[src/rtl/sbr_pkg.sv]
package sbr_pkg;

    localparam int WORD_W = 18;

    typedef enum logic [2:0] {
        SQ_IDLE,
        SQ_CONV,
        SQ_READ,
        SQ_HOLD,
        SQ_GAP,
        SQ_ACQ
    } seq_state_e;

    typedef enum logic [1:0] {
        RX_IDLE,
        RX_LOW,
        RX_HIGH
    } rx_phase_e;

    typedef struct packed {
        logic busy;
        logic done;
        logic sclk;
    } rx_stat_t;

    function automatic int imax(input int a, input int b);
        return (a > b) ? a : b;
    endfunction

    function automatic int idx_width(input int n);
        return (n > 1) ? $clog2(n) : 1;
    endfunction

endpackage

[src/rtl/sbr_timer.sv]
module sbr_timer #(
    parameter int W = 8
) (
    input  logic         clk,
    input  logic         rst,
    input  logic         load_i,
    input  logic [W-1:0] val_i,
    output logic         zero_o
);
    logic [W-1:0] cnt_q;

    always_ff @(posedge clk) begin
        if (rst)
            cnt_q <= '0;
        else if (load_i)
            cnt_q <= val_i;
        else if (cnt_q != '0)
            cnt_q <= cnt_q - 1'b1;
    end

    assign zero_o = (cnt_q == '0);


    tmr_count_chk: assert property (@(posedge clk) disable iff (rst)
        (!load_i && cnt_q != '0) |=> (cnt_q == $past(cnt_q) - 1'b1));
endmodule

[src/rtl/sbr_word_rx.sv]
module sbr_word_rx
    import sbr_pkg::*;
#(
    parameter int HALF_CYC = 2
) (
    input  logic              clk,
    input  logic              rst,
    input  logic              go_i,
    input  logic              sdo_i,
    output rx_stat_t          stat_o,
    output logic [WORD_W-1:0] word_o
);
    localparam int HC_W  = $clog2(HALF_CYC + 1);
    localparam int BIT_W = $clog2(WORD_W + 1);

    rx_phase_e         ph_q;
    logic [HC_W-1:0]   hc_q;
    logic [BIT_W-1:0]  nbit_q;
    logic [WORD_W-1:0] sh_q;
    logic              sclk_q;
    logic              done_q;
    logic              last_bit;

    assign last_bit = (nbit_q == BIT_W'(WORD_W - 1));

    always_ff @(posedge clk) begin
        if (rst) begin
            ph_q   <= RX_IDLE;
            hc_q   <= '0;
            nbit_q <= '0;
            sh_q   <= '0;
            sclk_q <= 1'b0;
            done_q <= 1'b0;
        end else begin
            done_q <= 1'b0;
            unique case (ph_q)
                RX_IDLE: begin
                    if (go_i) begin
                        ph_q   <= RX_LOW;
                        hc_q   <= HC_W'(HALF_CYC - 1);
                        nbit_q <= '0;
                        sclk_q <= 1'b0;
                    end
                end
                RX_LOW: begin
                    if (hc_q == '0) begin
                        sh_q   <= {sh_q[WORD_W-2:0], sdo_i};
                        nbit_q <= nbit_q + 1'b1;
                        if (last_bit) begin
                            ph_q   <= RX_IDLE;
                            done_q <= 1'b1;
                        end else begin
                            ph_q   <= RX_HIGH;
                            sclk_q <= 1'b1;
                            hc_q   <= HC_W'(HALF_CYC - 1);
                        end
                    end else begin
                        hc_q <= hc_q - 1'b1;
                    end
                end
                RX_HIGH: begin
                    if (hc_q == '0) begin
                        ph_q   <= RX_LOW;
                        sclk_q <= 1'b0;
                        hc_q   <= HC_W'(HALF_CYC - 1);
                    end else begin
                        hc_q <= hc_q - 1'b1;
                    end
                end
                default: ph_q <= RX_IDLE;
            endcase
        end
    end

    assign stat_o.busy = (ph_q != RX_IDLE);
    assign stat_o.done = done_q;
    assign stat_o.sclk = sclk_q;
    assign word_o      = sh_q;


    rx_clk_idle_chk: assert property (@(posedge clk) disable iff (rst)
        (ph_q == RX_IDLE) |-> !sclk_q);

    rx_end_low_chk: assert property (@(posedge clk) disable iff (rst)
        done_q |-> !sclk_q);
endmodule

[src/rtl/sbr_sequencer.sv]
module sbr_sequencer
    import sbr_pkg::*;
#(
    parameter int N_DEV    = 4,
    parameter int CONV_CYC = 64,
    parameter int ACQ_CYC  = 32,
    parameter int GAP_CYC  = 4,
    parameter int IDX_W    = 2,
    parameter int TMR_W    = 7
) (
    input  logic             clk,
    input  logic             rst,
    input  logic             start_i,
    input  logic             rx_done_i,
    input  logic             res_ready_i,
    input  logic             tmr_zero_i,
    output logic             tmr_load_o,
    output logic [TMR_W-1:0] tmr_val_o,
    output logic             rx_go_o,
    output logic             busy_o,
    output logic             cnv_o,
    output logic [N_DEV-1:0] sel_n_o,
    output logic             res_valid_o,
    output logic [IDX_W-1:0] idx_o
);
    seq_state_e       st_q, st_d;
    logic [IDX_W-1:0] idx_q;
    logic [IDX_W-1:0] go_idx;
    logic             cnv_q;
    logic             vld_q;
    logic             last_dev;
    logic [N_DEV-1:0] sel_q;

    assign last_dev = (idx_q == IDX_W'(N_DEV - 1));
    assign go_idx   = (st_q == SQ_CONV) ? '0 : idx_q + 1'b1;

    always_comb begin
        st_d       = st_q;
        tmr_load_o = 1'b0;
        tmr_val_o  = '0;
        rx_go_o    = 1'b0;
        unique case (st_q)
            SQ_IDLE: if (start_i) begin
                st_d       = SQ_CONV;
                tmr_load_o = 1'b1;
                tmr_val_o  = TMR_W'(CONV_CYC - 1);
            end
            SQ_CONV: if (tmr_zero_i) begin
                st_d    = SQ_READ;
                rx_go_o = 1'b1;
            end
            SQ_READ: if (rx_done_i) st_d = SQ_HOLD;
            SQ_HOLD: if (res_ready_i) begin
                st_d       = SQ_GAP;
                tmr_load_o = 1'b1;
                tmr_val_o  = TMR_W'(GAP_CYC - 1);
            end
            SQ_GAP: if (tmr_zero_i) begin
                if (last_dev) begin
                    st_d       = SQ_ACQ;
                    tmr_load_o = 1'b1;
                    tmr_val_o  = TMR_W'(ACQ_CYC - 1);
                end else begin
                    st_d    = SQ_READ;
                    rx_go_o = 1'b1;
                end
            end
            SQ_ACQ: if (tmr_zero_i) st_d = SQ_IDLE;
            default: st_d = SQ_IDLE;
        endcase
    end

    always_ff @(posedge clk) begin
        if (rst) begin
            st_q  <= SQ_IDLE;
            idx_q <= '0;
            cnv_q <= 1'b0;
            vld_q <= 1'b0;
        end else begin
            st_q <= st_d;
            if (st_q == SQ_IDLE && st_d == SQ_CONV)
                cnv_q <= 1'b1;
            else if (st_q == SQ_GAP && st_d == SQ_ACQ)
                cnv_q <= 1'b0;
            if (rx_go_o)
                idx_q <= go_idx;
            if (st_q == SQ_READ && rx_done_i)
                vld_q <= 1'b1;
            else if (st_q == SQ_HOLD && res_ready_i)
                vld_q <= 1'b0;
        end
    end

    for (genvar d = 0; d < N_DEV; d++) begin : g_sel
        always_ff @(posedge clk) begin
            if (rst)
                sel_q[d] <= 1'b1;
            else if (rx_go_o)
                sel_q[d] <= (go_idx != IDX_W'(d));
            else if (rx_done_i)
                sel_q[d] <= 1'b1;
        end
    end

    assign busy_o      = (st_q != SQ_IDLE);
    assign cnv_o       = cnv_q;
    assign sel_n_o     = sel_q;
    assign res_valid_o = vld_q;
    assign idx_o       = idx_q;


    one_sel_chk: assert property (@(posedge clk) disable iff (rst)
        $onehot0(~sel_q));

    cnv_low_idle_chk: assert property (@(posedge clk) disable iff (rst)
        !cnv_q |-> (&sel_q));

    acq_no_rise_chk: assert property (@(posedge clk) disable iff (rst)
        (st_q == SQ_ACQ) |=> !cnv_q);
endmodule

[src/rtl/sbr_bank_reader.sv]
module sbr_bank_reader
    import sbr_pkg::*;
#(
    parameter int N_DEV    = 4,
    parameter int HALF_CYC = 2,
    parameter int CONV_CYC = 67,
    parameter int ACQ_CYC  = 40,
    parameter int IDX_W    = idx_width(N_DEV)
) (
    input  logic              clk,
    input  logic              rst,
    input  logic              start_i,
    output logic              busy_o,
    output logic              cnv_o,
    output logic              sclk_o,
    output logic [N_DEV-1:0]  sel_n_o,
    input  logic              sdo_i,
    output logic              res_valid_o,
    input  logic              res_ready_i,
    output logic [WORD_W-1:0] res_data_o,
    output logic [IDX_W-1:0]  res_idx_o
);
    localparam int GAP_CYC = 2 * HALF_CYC;
    localparam int TMR_MAX = imax(imax(CONV_CYC, ACQ_CYC), GAP_CYC);
    localparam int TMR_W   = $clog2(TMR_MAX + 1);

    logic             tmr_load;
    logic [TMR_W-1:0] tmr_val;
    logic             tmr_zero;
    logic             rx_go;
    rx_stat_t         rx_st;

    sbr_timer #(.W(TMR_W)) u_timer (
        .clk    (clk),
        .rst    (rst),
        .load_i (tmr_load),
        .val_i  (tmr_val),
        .zero_o (tmr_zero)
    );

    sbr_word_rx #(.HALF_CYC(HALF_CYC)) u_rx (
        .clk    (clk),
        .rst    (rst),
        .go_i   (rx_go),
        .sdo_i  (sdo_i),
        .stat_o (rx_st),
        .word_o (res_data_o)
    );

    sbr_sequencer #(
        .N_DEV    (N_DEV),
        .CONV_CYC (CONV_CYC),
        .ACQ_CYC  (ACQ_CYC),
        .GAP_CYC  (GAP_CYC),
        .IDX_W    (IDX_W),
        .TMR_W    (TMR_W)
    ) u_seq (
        .clk         (clk),
        .rst         (rst),
        .start_i     (start_i),
        .rx_done_i   (rx_st.done),
        .res_ready_i (res_ready_i),
        .tmr_zero_i  (tmr_zero),
        .tmr_load_o  (tmr_load),
        .tmr_val_o   (tmr_val),
        .rx_go_o     (rx_go),
        .busy_o      (busy_o),
        .cnv_o       (cnv_o),
        .sel_n_o     (sel_n_o),
        .res_valid_o (res_valid_o),
        .idx_o       (res_idx_o)
    );

    assign sclk_o = rx_st.sclk;


    cnv_rise_chk: assert property (@(posedge clk) disable iff (rst)
        $rose(cnv_o) |-> (&sel_n_o));

    res_hold_chk: assert property (@(posedge clk) disable iff (rst)
        (res_valid_o && !res_ready_i) |=>
            (res_valid_o && $stable(res_data_o) && $stable(res_idx_o)));

    stall_quiet_chk: assert property (@(posedge clk) disable iff (rst)
        res_valid_o |-> ((&sel_n_o) && !sclk_o));

    bus_idle_clk_chk: assert property (@(posedge clk) disable iff (rst)
        (&sel_n_o) |-> !sclk_o);
endmodule

[config.mk]
export PLATFORM = sky130hd
export DESIGN_NAME = sbr_bank_reader
export DESIGN_NICKNAME = d
export VERILOG_FILES = /design/src/rtl/sbr_pkg.sv /design/src/rtl/sbr_timer.sv /design/src/rtl/sbr_word_rx.sv /design/src/rtl/sbr_sequencer.sv /design/src/rtl/sbr_bank_reader.sv
export SDC_FILE = /design/constraint.sdc
export NUM_CORES = 1
export LEC_CHECK = 0
export BUFFER_PORTS_ARGS = -buffer_cell sky130_fd_sc_hd__buf_2
export CAP_MARGIN = 30
export CORE_MARGIN = 2
export CORE_UTILIZATION = 35
export CTS_BUF_LIST = sky130_fd_sc_hd__clkbuf_2 sky130_fd_sc_hd__clkbuf_4 sky130_fd_sc_hd__clkbuf_8
export DETAILED_ROUTE_END_ITERATION = 8
export GPL_TIMING_DRIVEN = 0
export PLACE_DENSITY_LB_ADDON = 0.1
export SETUP_SLACK_MARGIN = 0.15
export SLEW_MARGIN = 5
export SYNTH_ARGS = -nofsm -noshare
export SYNTH_HDL_FRONTEND = slang
export SYNTH_SLANG_ARGS = --single-unit
[constraint.sdc]
create_clock -name clk -period 2.4 [get_ports clk]
set_input_delay 0.36 -clock clk [delete_from_list [all_inputs] [get_ports clk]]
set_output_delay 0.36 -clock clk [all_outputs]
set_load 0.01 [all_outputs]
==> results of run 1 <==
[power by group through the flow]
stage	combinational [mW]	clock, mW	sequential, mW
after detailed placement	0.929	0	0.987
final	0.937	0.695	0.973
after floorplan	0.741	0	0.973
after global routing	1.07	0.752	0.990
after CTS	0.936	0.720	0.969
after global placement	0.934	0	0.988
[timing repair]
item / CTS / global route
buffers inserted: 0 / 1
gates resized for setup: 0 / 1
endpoints found under the setup margin: 0 / 7
[placed cells by master (no fill, tap or decap), types with 2 or more instances in the layout]
master | netlist | layout
clkbuf_8 | 0 | 5
nor3_2 | 2 | 2
nor3_1 | 2 | 2
a21oi_1 | 39 | 39
a211oi_1 | 4 | 4
nand2_1 | 52 | 52
nor2b_1 | 5 | 5
a21o_1 | 3 | 3
bufinv_16 | 0 | 2
clkbuf_1 | 5 | 5
dfxtp_1 | 47 | 47
nor4_1 | 3 | 3
a211oi_2 | 2 | 2
nand2b_1 | 4 | 4
nor2_1 | 23 | 23
o21ai_0 | 3 | 3
buf_2 | 3 | 35
nor3b_1 | 5 | 4
ha_1 | 9 | 9
inv_1 | 9 | 9
buf_4 | 1 | 2
or3b_2 | 2 | 2
nand3_1 | 8 | 8
xor2_1 | 2 | 2
buf_1 | 3 | 3
xnor2_1 | 6 | 6
o21bai_1 | 3 | 3
mux2i_1 | 3 | 3
[final timing paths]
check	endpoint	slack, ps	cells after the start
hold reg to reg	u_seq.cnv_o$_SDFFE_PP0P_	460	2
setup reg to reg	u_rx.sclk_q$_SDFFE_PP0P_	350	8
setup / recovery	u_rx.sclk_q$_SDFFE_PP0P_	350	8
hold / removal	u_rx.word_o[0]$_SDFFE_PP0P_	300	3
[critical path, stage by stage, from the launching register on]
cell	delay [ps]
dfxtp_1	370
inv_1	100
ha_1	160
nor3b_2	230
o211ai_1	280
buf_4	230
a2bb2oi_2	220
a21oi_1	100
a211oi_1	260
[cell type report]
cell class | instances | area [µm²] | area share
multi-input combinational | 197 | 1149 | 0.4463
sequential | 47 | 940.9 | 0.3656
timing repair buffer | 33 | 167.7 | 0.06514
tap | 75 | 93.84 | 0.03646
clock buffer | 6 | 76.32 | 0.02965
clock inverter | 2 | 60.06 | 0.02333
buffer | 12 | 52.55 | 0.02042
inverter | 9 | 33.78 | 0.01313
[state kept, by name (all words and copies together) (netlist names)]
signal and count:
u_rx.word_o 18, u_rx.ph_q 2, u_rx.sclk_q 1, u_timer.cnt_q 7, u_rx.done_q 1, u_seq.st_q 3
u_seq.idx_o 2, u_seq.sel_n_o 4, u_seq.res_valid_o 1, u_rx.nbit_q 5, u_rx.hc_q 2, u_seq.cnv_o 1
[per-layer routing]
| metal | wire, µm | share of wire |
|---|---|---|
| met1 | 2355 | 0.50 |
| met4 | 24 | 0.0051 |
| met3 | 138 | 0.029 |
| met2 | 2179 | 0.46 |
| met5 | 0 | 0 |
[through the flow]
stage | cell area (µm²) | std cells | hold WS, ps | utilization | setup slack [ps]
6_report | 2574 | 381 | 300.3 | 0.4321 | 349.6
5_1_grt | 2574 | 381 | 294.5 | 0.4321 | 214.1
4_1_cts | 2561 | 380 | 293.2 | 0.4300 | 209.4
3_5_place_dp | 2425 | 372 | 449.6 | 0.4071 | 238.1
3_3_place_gp | 2425 | 372 | 443.5 | 0.4071 | 190.8
2_1_floorplan | 2171 | 265 | 471.1 | - | 636.7
[cells by family (layout without fill, tap and decap cells)]
logic type                 after synthesis  count (layout)
AOI/OAI and AO/OA                       63              63
xor gates and xnor gates                 8               8
adders and majority gates                9               9
buffers and inverters                   21              62
DFF                                     47              47
muxes                                    3               3
and+or+nand+nor                        114             114
==> flow_summary_export.csv, run 1 <==
group,metric,value,unit
setup_path,critPathKind,"reg2reg",
global_routing,antenna_found_initial,0,
cts,h-tree-depth,2,
yosys,syn_nets,279,
pwr,powerDensity,1012,nW/µm²
timing,slew_violations,0,
yosys,synth-seq-cells,47,
yosys,avgSynthCellArea,8.192,µm²
pwr,ir_worst_vdd,0.0003720,V
yosys,synth_xor_area_frac,0.03228,
cts,cts_buffers,5,
placement,dpl.hpwl,3.390,mm
floorplan,boundaryPins,33,
cts,root_buffer,"clkbuf_8",
global_routing,grt-ovfl-total,0,
floorplan,die_y,82.76,µm
setup_path,r2r_start,"u_timer.cnt_q[0]$_SDFFE_PP0P_",
yosys,ys_warn_count,0,
setup_path,end_kind,"flip-flop",
pwr,internal_power,1.694,mW
job,cap_viol_max_count,0,
global_routing,use_met1,0.1887,
timing,finalCritPeriodShare,0.8543,
timing,fmax,0.4877,GHz
setup_path,worstSetupStartpoint,"u_timer.cnt_q[0]$_SDFFE_PP0P_",
cts,clockBufferDepth,2,
cts,hold_buffers,0,
detailed_routing,drt_iter0_drc,89,
detailed_routing,num_vias,1859,
floorplan,rows,28,
yosys,synth.area.top_cells,"dfxtp_1 (43%), a21oi_1 (9.0%), nand2_1 (9.0%), ha_1 (5.2%), nor2_1 (4.0%)",
global_routing,grt_usage,0.1469,
floorplan,initial_utilization,0.3645,
cells_and_area,drive_gt1_frac,0.1797,
detailed_routing,totalWireLength,4.698,mm
timing,maxSlewHeadroom,0.5852,
cells_and_area,fillers,625,
worst_hold_path,hp-start,"sdo_i",
detailed_routing,antenna_left,0,
floorplan,coreArea,5956,µm²
pwr,p_comb_frac,0.360,
global_routing,grt_pass1_wl,7.693,mm
yosys,synth_simple_gate_area_frac,0.2507,
pwr,pwr-share-seq,0.373,
placement,port-buffer-count,32,
yosys,synth_top_family_by_area,"simple AND/OR/NAND/NOR gates",
setup_path,path_max_fanout,5,
cts,path_clk_slew,100,ps
global_routing,grt_max_degree,15,
timing,rsz0062_at_grt,"no",
timing,tns,0,ps
yosys,yosysTopAreaCell,"dfxtp_1",
timing,finClkSkew,13.63,ps
yosys,synth_edf_count,0,
run_status,status,"finished, final reports clean",
yosys,yosys_most_used_dff,"dfxtp_1",
detailed_routing,first_pass_iters,4,
pwr,power.total,2.605,mW
yosys,post_synth_inst_count,265,
pwr,power.switching,0.9110,mW
timing,finalCriticalPeriod,2050,ps
yosys,synthAdderAreaFrac,0.05187,
yosys,yosysMostFrequentCell,"nand2_1",
placement,globalplace.congestion,0.7719,
global_routing,top_usage_layer,"met2",
setup_path,arrival,2250,ps
global_routing,met3_usage,0.03587,
timing,setup_viol,0,
detailed_routing,drc,0,
yosys,synth-compound-area-share,0.1781,
global_routing,grt_pass1_vias,1707,
yosys,synth_area,2171,µm²
worst_hold_path,min_path_type,"in2reg",
cts,clk_latency,300,ps
setup_path,setup.worst_path.start_class,"flip-flop",
yosys,yosysSeqAreaShare,0.4334,
yosys,async_reset_ff_frac,0,
yosys,ys_top_cells_by_count,"nand2_1 (52), dfxtp_1 (47), a21oi_1 (39)",
cts,clkSinkCount,47,
setup_path,required,2590,ps
timing,hold_violations,0,
yosys,netlist.area_leader.share,0.4334,
detailed_routing,viasPerCell,4.879,
floorplan,die_w,82.76,µm
cells_and_area,syn2layout_area_growth,18.56,%
global_routing,gr-usage-met2,0.2460,
detailed_routing,wl_per_cell,12.33,µm
cells_and_area,antenna_cells,0,
timing,tightest_slew,613.9,ps
floorplan,die_area,6848,µm²
pwr,leakage,1.038,nW
yosys,synth_mux_area_frac,0.01383,
pwr,power_frac_clock,0.267,
pwr,swShare,0.3497,
yosys,synth.distinct_cells,43,
cells_and_area,nNetsFinal,319,
cts,cts_tree,"yes",
Note: power is estimated with default switching activity, not from simulation.
==> run 2: changes to the inputs <==
--- a/config.mk
+++ b/config.mk
@@ -7,6 +7,7 @@
 export LEC_CHECK = 0
 export BUFFER_PORTS_ARGS = -buffer_cell sky130_fd_sc_hd__buf_2
 export CAP_MARGIN = 30
+export CORE_ASPECT_RATIO = 1.25
 export CORE_MARGIN = 2
 export CORE_UTILIZATION = 35
 export CTS_BUF_LIST = sky130_fd_sc_hd__clkbuf_2 sky130_fd_sc_hd__clkbuf_4 sky130_fd_sc_hd__clkbuf_8
==> flow_summary_export.csv, run 2 (synthesis gave the netlist of run 1 again) <==
group,metric,value,unit
worst_hold_path,whs_path_depth,3,
setup_path,rr_worst_depth,9,
job,cap_viol_max_count,0,
global_routing,grt-ovfl-total,0,
global_routing,grt_max_degree,15,
timing,fmax,0.4909,GHz
global_routing,use_met1,0.1815,
floorplan,initial_utilization,0.3567,
detailed_routing,drt_iter0_drc,82,
worst_hold_path,min_to,"u_rx.word_o[0]$_SDFFE_PP0P_",
setup_path,crit_chain,"inv_1 > ha_1 > nor3b_1 > o211ai_1 > buf_4 > buf_4 > a211oi_2 > xnor2_1 > nor2_1",
setup_path,setup.worst_path.start_class,"flip-flop",
placement,port-buffer-count,32,
setup_path,critPathSlowestCell,"dfxtp_1",
global_routing,met3_usage,0.02857,
floorplan,die_area,6852,µm²
detailed_routing,viasPerCell,4.872,
detailed_routing,num_vias,1900,
setup_path,required,2580,ps
detailed_routing,first_pass_iters,4,
cts,h-tree-depth,2,
floorplan,boundaryPins,33,
cells_and_area,drive_gt1_frac,0.1803,
placement,dpl.hpwl,3.509,mm
cells_and_area,fillers,664,
detailed_routing,wl_per_cell,12.38,µm
cts,path_clk_slew,90,ps
setup_path,path_max_fanout,10,
detailed_routing,antenna_left,0,
detailed_routing,drc,0,
timing,maxSlewHeadroom,0.5499,
setup_path,regToRegSetupSlack,360,ps
timing,setup_viol,0,
placement,dpl_cell_area,2437,µm²
global_routing,grt_usage,0.1474,
setup_path,end_kind,"flip-flop",
floorplan,coreArea,6086,µm²
timing,tns,0,ps
timing,slew_violations,0,
pwr,ir_worst_vdd,0.0003391,V
timing,finClkSkew,11.26,ps
cells_and_area,multi_input_area,1147,µm²
timing,tightest_slew,666.0,ps
floorplan,die_w,74.44,µm
setup_path,cp_num_buf_inv,3,
global_routing,gr-usage-met2,0.2463,
run_status,status,"finished, final reports clean",
global_routing,grt_pass1_vias,1733,
cells_and_area,largest_reg_flops,18,
timing,finalCriticalPeriod,2037,ps
cts,clk_latency,300,ps
cts,cts_tree,"yes",
setup_path,critPathKind,"reg2reg",
cells_and_area,nNetsFinal,319,
placement,globalplace.congestion,0.8102,
cells_and_area,final_cell_mix,"nand2_1 (52), dfxtp_1 (47), a21oi_1 (39)",
floorplan,rows,32,
cts,hold_buffers,0,
global_routing,top_usage_layer,"met2",
setup_path,r2r_end,"u_rx.nbit_q[4]$_SDFFE_PP0P_",
worst_hold_path,min_path_type,"in2reg",
cts,clockBufferDepth,2,
cts,cts_buffers,5,
setup_path,max_stage_delay,370,ps
worst_hold_path,hp-start,"sdo_i",
cells_and_area,antenna_cells,0,
cells_and_area,stdcell_area,2532,µm²
timing,rsz0062_at_grt,"no",
setup_path,cp_common_cell,"buf_4",
setup_path,crit_family,"buffers and inverters",
setup_path,r2r_start,"u_timer.cnt_q[0]$_SDFFE_PP0P_",
cells_and_area,final_common_cell,"nand2_1",
cells_and_area,seqCellArea,940.9,µm²
global_routing,grt_pass1_wl,7.969,mm
timing,hold_violations,0,
pwr,powerDensity,942.0,nW/µm²
global_routing,antenna_found_initial,0,
pwr,leakage,1.016,nW
timing,finalCritPeriodShare,0.8487,
detailed_routing,totalWireLength,4.830,mm
cts,clkSinkCount,47,
floorplan,die_y,92.05,µm
cts,root_buffer,"clkbuf_8",
setup_path,arrival,2210,ps
cells_and_area,syn2layout_area_growth,16.66,%
run 2: report_power, final:
group	internal (mW)	switching [mW]	leakage (nW)
Sequential	0.873	0.0978	0.382
Combinational	0.393	0.551	0.590
Clock	0.200	0.271	0.0440
run 2: final cells by class:
type	instances	area share
Multi-Input combinational cell	197	0.4531
Inverter	9	0.01334
Sequential cell	47	0.3715
Tap cell	85	0.04200
Timing Repair Buffer	33	0.06621
Clock buffer	5	0.02717
Buffer	12	0.02125
Clock inverter	2	0.005435
run 2: worst max-delay path by stage:
stage          slack (ps)                           to  depth (start not counted)                     startpoint
2_1_floorplan         640  u_rx.nbit_q[4]$_SDFFE_PP0P_                          8  u_timer.cnt_q[0]$_SDFFE_PP0P_
3_3_place_gp          190  u_rx.nbit_q[1]$_SDFFE_PP0P_                          7  u_timer.cnt_q[0]$_SDFFE_PP0P_
3_5_place_dp          170  u_rx.nbit_q[4]$_SDFFE_PP0P_                          7  u_timer.cnt_q[0]$_SDFFE_PP0P_
4_1_cts               220  u_rx.nbit_q[4]$_SDFFE_PP0P_                          8  u_timer.cnt_q[0]$_SDFFE_PP0P_
5_1_grt               220  u_rx.nbit_q[3]$_SDFFE_PP0P_                          9  u_timer.cnt_q[0]$_SDFFE_PP0P_
6_report              360  u_rx.nbit_q[4]$_SDFFE_PP0P_                          9  u_timer.cnt_q[0]$_SDFFE_PP0P_
run 2: worst reg2reg max path, cell delays in order, from the launching register on:
cell      delay [ps]
dfxtp_1          370
inv_1            100
ha_1             170
nor3b_1          330
o211ai_1         140
buf_4            190
buf_4            180
a211oi_2         240
xnor2_1          140
nor2_1            50
run 2: layer usage:
| layer | wire length, µm | vias to the layer above |
|---|---|---|
| met1 | 2162 | 876 |
| met3 | 173 | 4 |
| met4 | 61 | 0 |
| met5 | 0 | - |
| li1 | - | 984 |
| met2 | 2432 | 36 |
run 2: stage by stage:
stage          instances  utilization  hold slack, ps  total power, mW  worst slack (ps)
2_1_floorplan        265            -           471.1            1.714             636.7
3_3_place_gp         382       0.4005           442.7            1.929             189.2
3_5_place_dp         382       0.4005           447.2            1.927             165.8
4_1_cts              389       0.4147           287.4            2.414             216.8
5_1_grt              390       0.4161           305.9            2.581             222.8
6_report             390       0.4161           293.9            2.386             363.0
run 2: timing repair:
item,CTS,global route
pin swaps,0,1
resized for setup,1,2
endpoints found under the setup margin,4,9
buffers inserted,0,1
==> run 3: changes to the inputs <==
--- a/config.mk
+++ b/config.mk
@@ -5,6 +5,7 @@
 export SDC_FILE = /design/constraint.sdc
 export NUM_CORES = 1
 export LEC_CHECK = 0
+export ABC_AREA = 1
 export BUFFER_PORTS_ARGS = -buffer_cell sky130_fd_sc_hd__buf_2
 export CAP_MARGIN = 30
 export CORE_ASPECT_RATIO = 1.25
==> constraint.sdc (replaced) <==
create_clock -name clk -period 1.8 [get_ports clk]
set_input_delay 0.27 -clock clk [delete_from_list [all_inputs] [get_ports clk]]
set_output_delay 0.27 -clock clk [all_outputs]
set_load 0.01 [all_outputs]
==> flow_summary_export.csv, run 3 <==
group,metric,value,unit
placement,globalplace.congestion,0.8159,
global_routing,grt_pass1_vias,1843,
cts,clockBufferDepth,2,
global_routing,grt-ovfl-total,0,
global_routing,grt_max_degree,16,
pwr,powerDensity,1646,nW/µm²
run_status,status,"finished, final reports clean",
timing,finClkSkew,5.685,ps
cells_and_area,antenna_cells,0,
detailed_routing,totalWireLength,4.593,mm
timing,maxSlewHeadroom,0.6650,
detailed_routing,antenna_left,0,
timing,setup_viol,0,
detailed_routing,drt_iter0_drc,67,
cells_and_area,final_common_cell,"nor2_1",
floorplan,die_w,74.34,µm
setup_path,cp_num_buf_inv,1,
setup_path,end_kind,"flip-flop",
setup_path,arrival,1690,ps
timing,fmax,0.6547,GHz
cts,path_clk_slew,90,ps
setup_path,setup.worst_path.start_class,"flip-flop",
detailed_routing,wl_per_cell,10.86,µm
pwr,leakage,1.195,nW
yosys,synth_edf_count,0,
placement,port-buffer-count,32,
timing,hold_ws,194.9,ps
worst_hold_path,min_to,"u_timer.cnt_q[5]$_SDFFE_PP0P_",
yosys,netlist.area_leader.share,0.4347,
timing,rsz0062_at_grt,"yes",
cells_and_area,largest_reg_flops,18,
floorplan,die_y,91.93,µm
cells_and_area,nNetsFinal,351,
setup_path,critPathKind,"reg2reg",
yosys,yosys_most_used_dff,"dfxtp_1",
floorplan,initial_utilization,0.3557,
cells_and_area,syn2layout_area_growth,21.04,%
global_routing,grt_pass1_wl,7.962,mm
timing,finalCritPeriodShare,0.8485,
yosys,synth.distinct_cells,32,
yosys,synth-seq-cells,47,
detailed_routing,viasPerCell,4.629,
setup_path,crit_family,"simple AND/OR/NAND/NOR gates",
pwr,power.total,4.311,mW
setup_path,regToRegSetupSlack,270,ps
setup_path,r2r_end,"u_seq.sel_n_o[3]$_SDFFE_PP1P_",
yosys,ys_warn_count,0,
cts,root_buffer,"clkbuf_8",
cts,cts_tree,"yes",
setup_path,rr_worst_depth,8,
yosys,synth.area.top_cells,"dfxtp_1 (43%), nor2_1 (10%), nand2_1 (7.3%), o21ai_0 (5.8%), ha_1 (5.2%)",
yosys,synth_area,2165,µm²
placement,dpl_cell_area,2431,µm²
setup_path,critPathSlowestCell,"dfxtp_2",
detailed_routing,drc,0,
setup_path,crit_chain,"inv_1 > ha_1 > nand2_2 > nor2_8 > nand3_4 > or2_4 > o21ai_1 > nand3_1",
setup_path,max_stage_delay,340,ps
yosys,async_reset_ff_frac,0,
setup_path,path_max_fanout,7,
cts,clkSinkCount,47,
timing,hold_violations,0,
floorplan,die_area,6834,µm²
timing,slew_violations,0,
timing,tightest_slew,502.4,ps
global_routing,antenna_found_initial,0,
pwr,ir_worst_vdd,0.0006417,V
cts,h-tree-depth,2,
yosys,yosysMostFrequentCell,"nor2_1",
floorplan,rows,32,
cts,hold_buffers,0,
cells_and_area,stdcell_area,2620,µm²
yosys,avgSynthCellArea,7.388,µm²
detailed_routing,num_vias,1958,
timing,setup_ws,272.7,ps
cells_and_area,final_cell_mix,"nor2_1 (58), dfxtp_1 (45), nand2_1 (39)",
floorplan,boundaryPins,33,
timing,tns,0,ps
cts,clk_latency,290,ps
placement,dp_slack,54.49,ps
placement,dpl.hpwl,3.417,mm
yosys,post_synth_inst_count,293,
yosys,yosysSeqAreaShare,0.4347,
yosys,syn_nets,307,
global_routing,grt_usage,0.1456,
setup_path,required,1960,ps
yosys,yosysTopAreaCell,"dfxtp_1",
detailed_routing,first_pass_iters,4,
job,cap_viol_max_count,0,
timing,finalCriticalPeriod,1527,ps
cells_and_area,fillers,677,
floorplan,coreArea,6086,µm²
worst_hold_path,hp-start,"rst",
cts,cts_buffers,5,
worst_hold_path,min_path_type,"in2reg",
worst_hold_path,whs_path_depth,2,
yosys,ys_top_cells_by_count,"nor2_1 (58), dfxtp_1 (47), nand2_1 (42)",
setup_path,r2r_start,"u_timer.cnt_q[0]$_SDFFE_PP0P_",
cells_and_area,drive_gt1_frac,0.2071,
run 3: cell count changes after synthesis, sizes merged, moves of 4 or more:
cell,change
a211oi,-6
a21oi,-21
buf,-5
inv,+20
nand2,-7
nand2b,-4
nand3,+12
nor2,+39
nor2b,-5
nor3b,-4
o21ai,+28
xnor2,-4
run 3: worst register-to-register path: cells and delay by family (launching register included):
kind / cells / cell delay (ps)
flops: 1 / 340
buf+inv: 1 / 80
fa+ha+maj: 1 / 160
compound gates: 1 / 120
simple gates: 5 / 700
run 3: what timing repair did:
action | 4_1_cts | 5_1_grt
setup endpoints to repair | 16 | 32
setup buffers | 0 | 4
pin swaps | 0 | 2
gates cloned | 0 | 1
resized for setup | 3 | 14
run 3: how the worst max path moves through the flow:
stage	from	endpoint	slack, ps	depth (start not counted)
after CTS	u_timer.cnt_q[0]$_SDFFE_PP0P_	u_seq.sel_n_o[0]$_SDFFE_PP1P_	120	10
after floorplan	u_timer.cnt_q[0]$_SDFFE_PP0P_	u_seq.sel_n_o[0]$_SDFFE_PP1P_	320	10
after detailed placement	u_timer.cnt_q[0]$_SDFFE_PP0P_	u_seq.sel_n_o[0]$_SDFFE_PP1P_	50	10
after global routing	u_timer.cnt_q[0]$_SDFFE_PP0P_	u_seq.sel_n_o[3]$_SDFFE_PP1P_	150	8
after global placement	u_timer.cnt_q[0]$_SDFFE_PP0P_	u_seq.sel_n_o[0]$_SDFFE_PP1P_	70	10
final	u_timer.cnt_q[0]$_SDFFE_PP0P_	u_seq.sel_n_o[3]$_SDFFE_PP1P_	270	8
run 3: cell families after synthesis:
logic type | Yosys count | share of synthesized area
adders and majority gates | 9 | 0.05202
buffers and inverters | 39 | 0.07109
xor gates and xnor gates | 6 | 0.02428
AOI/OAI and AO/OA | 53 | 0.1266
and+or+nand+nor | 139 | 0.2913
DFF | 47 | 0.4347
run 3: area by class of cell:
cell class | count | area [µm²] | area share
repair buffers | 37 | 195.2 | 0.07450
well taps | 85 | 106.4 | 0.04059
flip-flops and latches | 47 | 943.4 | 0.3601
clock inverters | 2 | 38.79 | 0.01480
inverters | 31 | 120.1 | 0.04585
clock buffers | 6 | 82.58 | 0.03152
multi-input cells | 207 | 1090 | 0.4160
plain buffers | 8 | 43.79 | 0.01671
run 3: report_power, final:
part           switching, mW  internal, mW  total [mW]
logic                   1.14         0.779        1.92
registers              0.226          1.35        1.57
clock network          0.363         0.457       0.820
total                   1.73          2.58        4.31
run 3: metal layers:
metal	up-vias	track usage	part of all wire	routed length (µm)
met5	-	0	0	0
met4	0	0.05060	0.0096	44
met1	892	0.1784	0.47	2154
li1	1031	-	-	-
met2	33	0.2470	0.49	2233
met3	2	0.03187	0.035	160
run 3: through the flow:
step	util	std cells
finish	0.4305	423
CTS	0.4202	418
global route	0.4305	423
global placement	0.3995	410
detailed placement	0.3995	410
floorplan	-	293
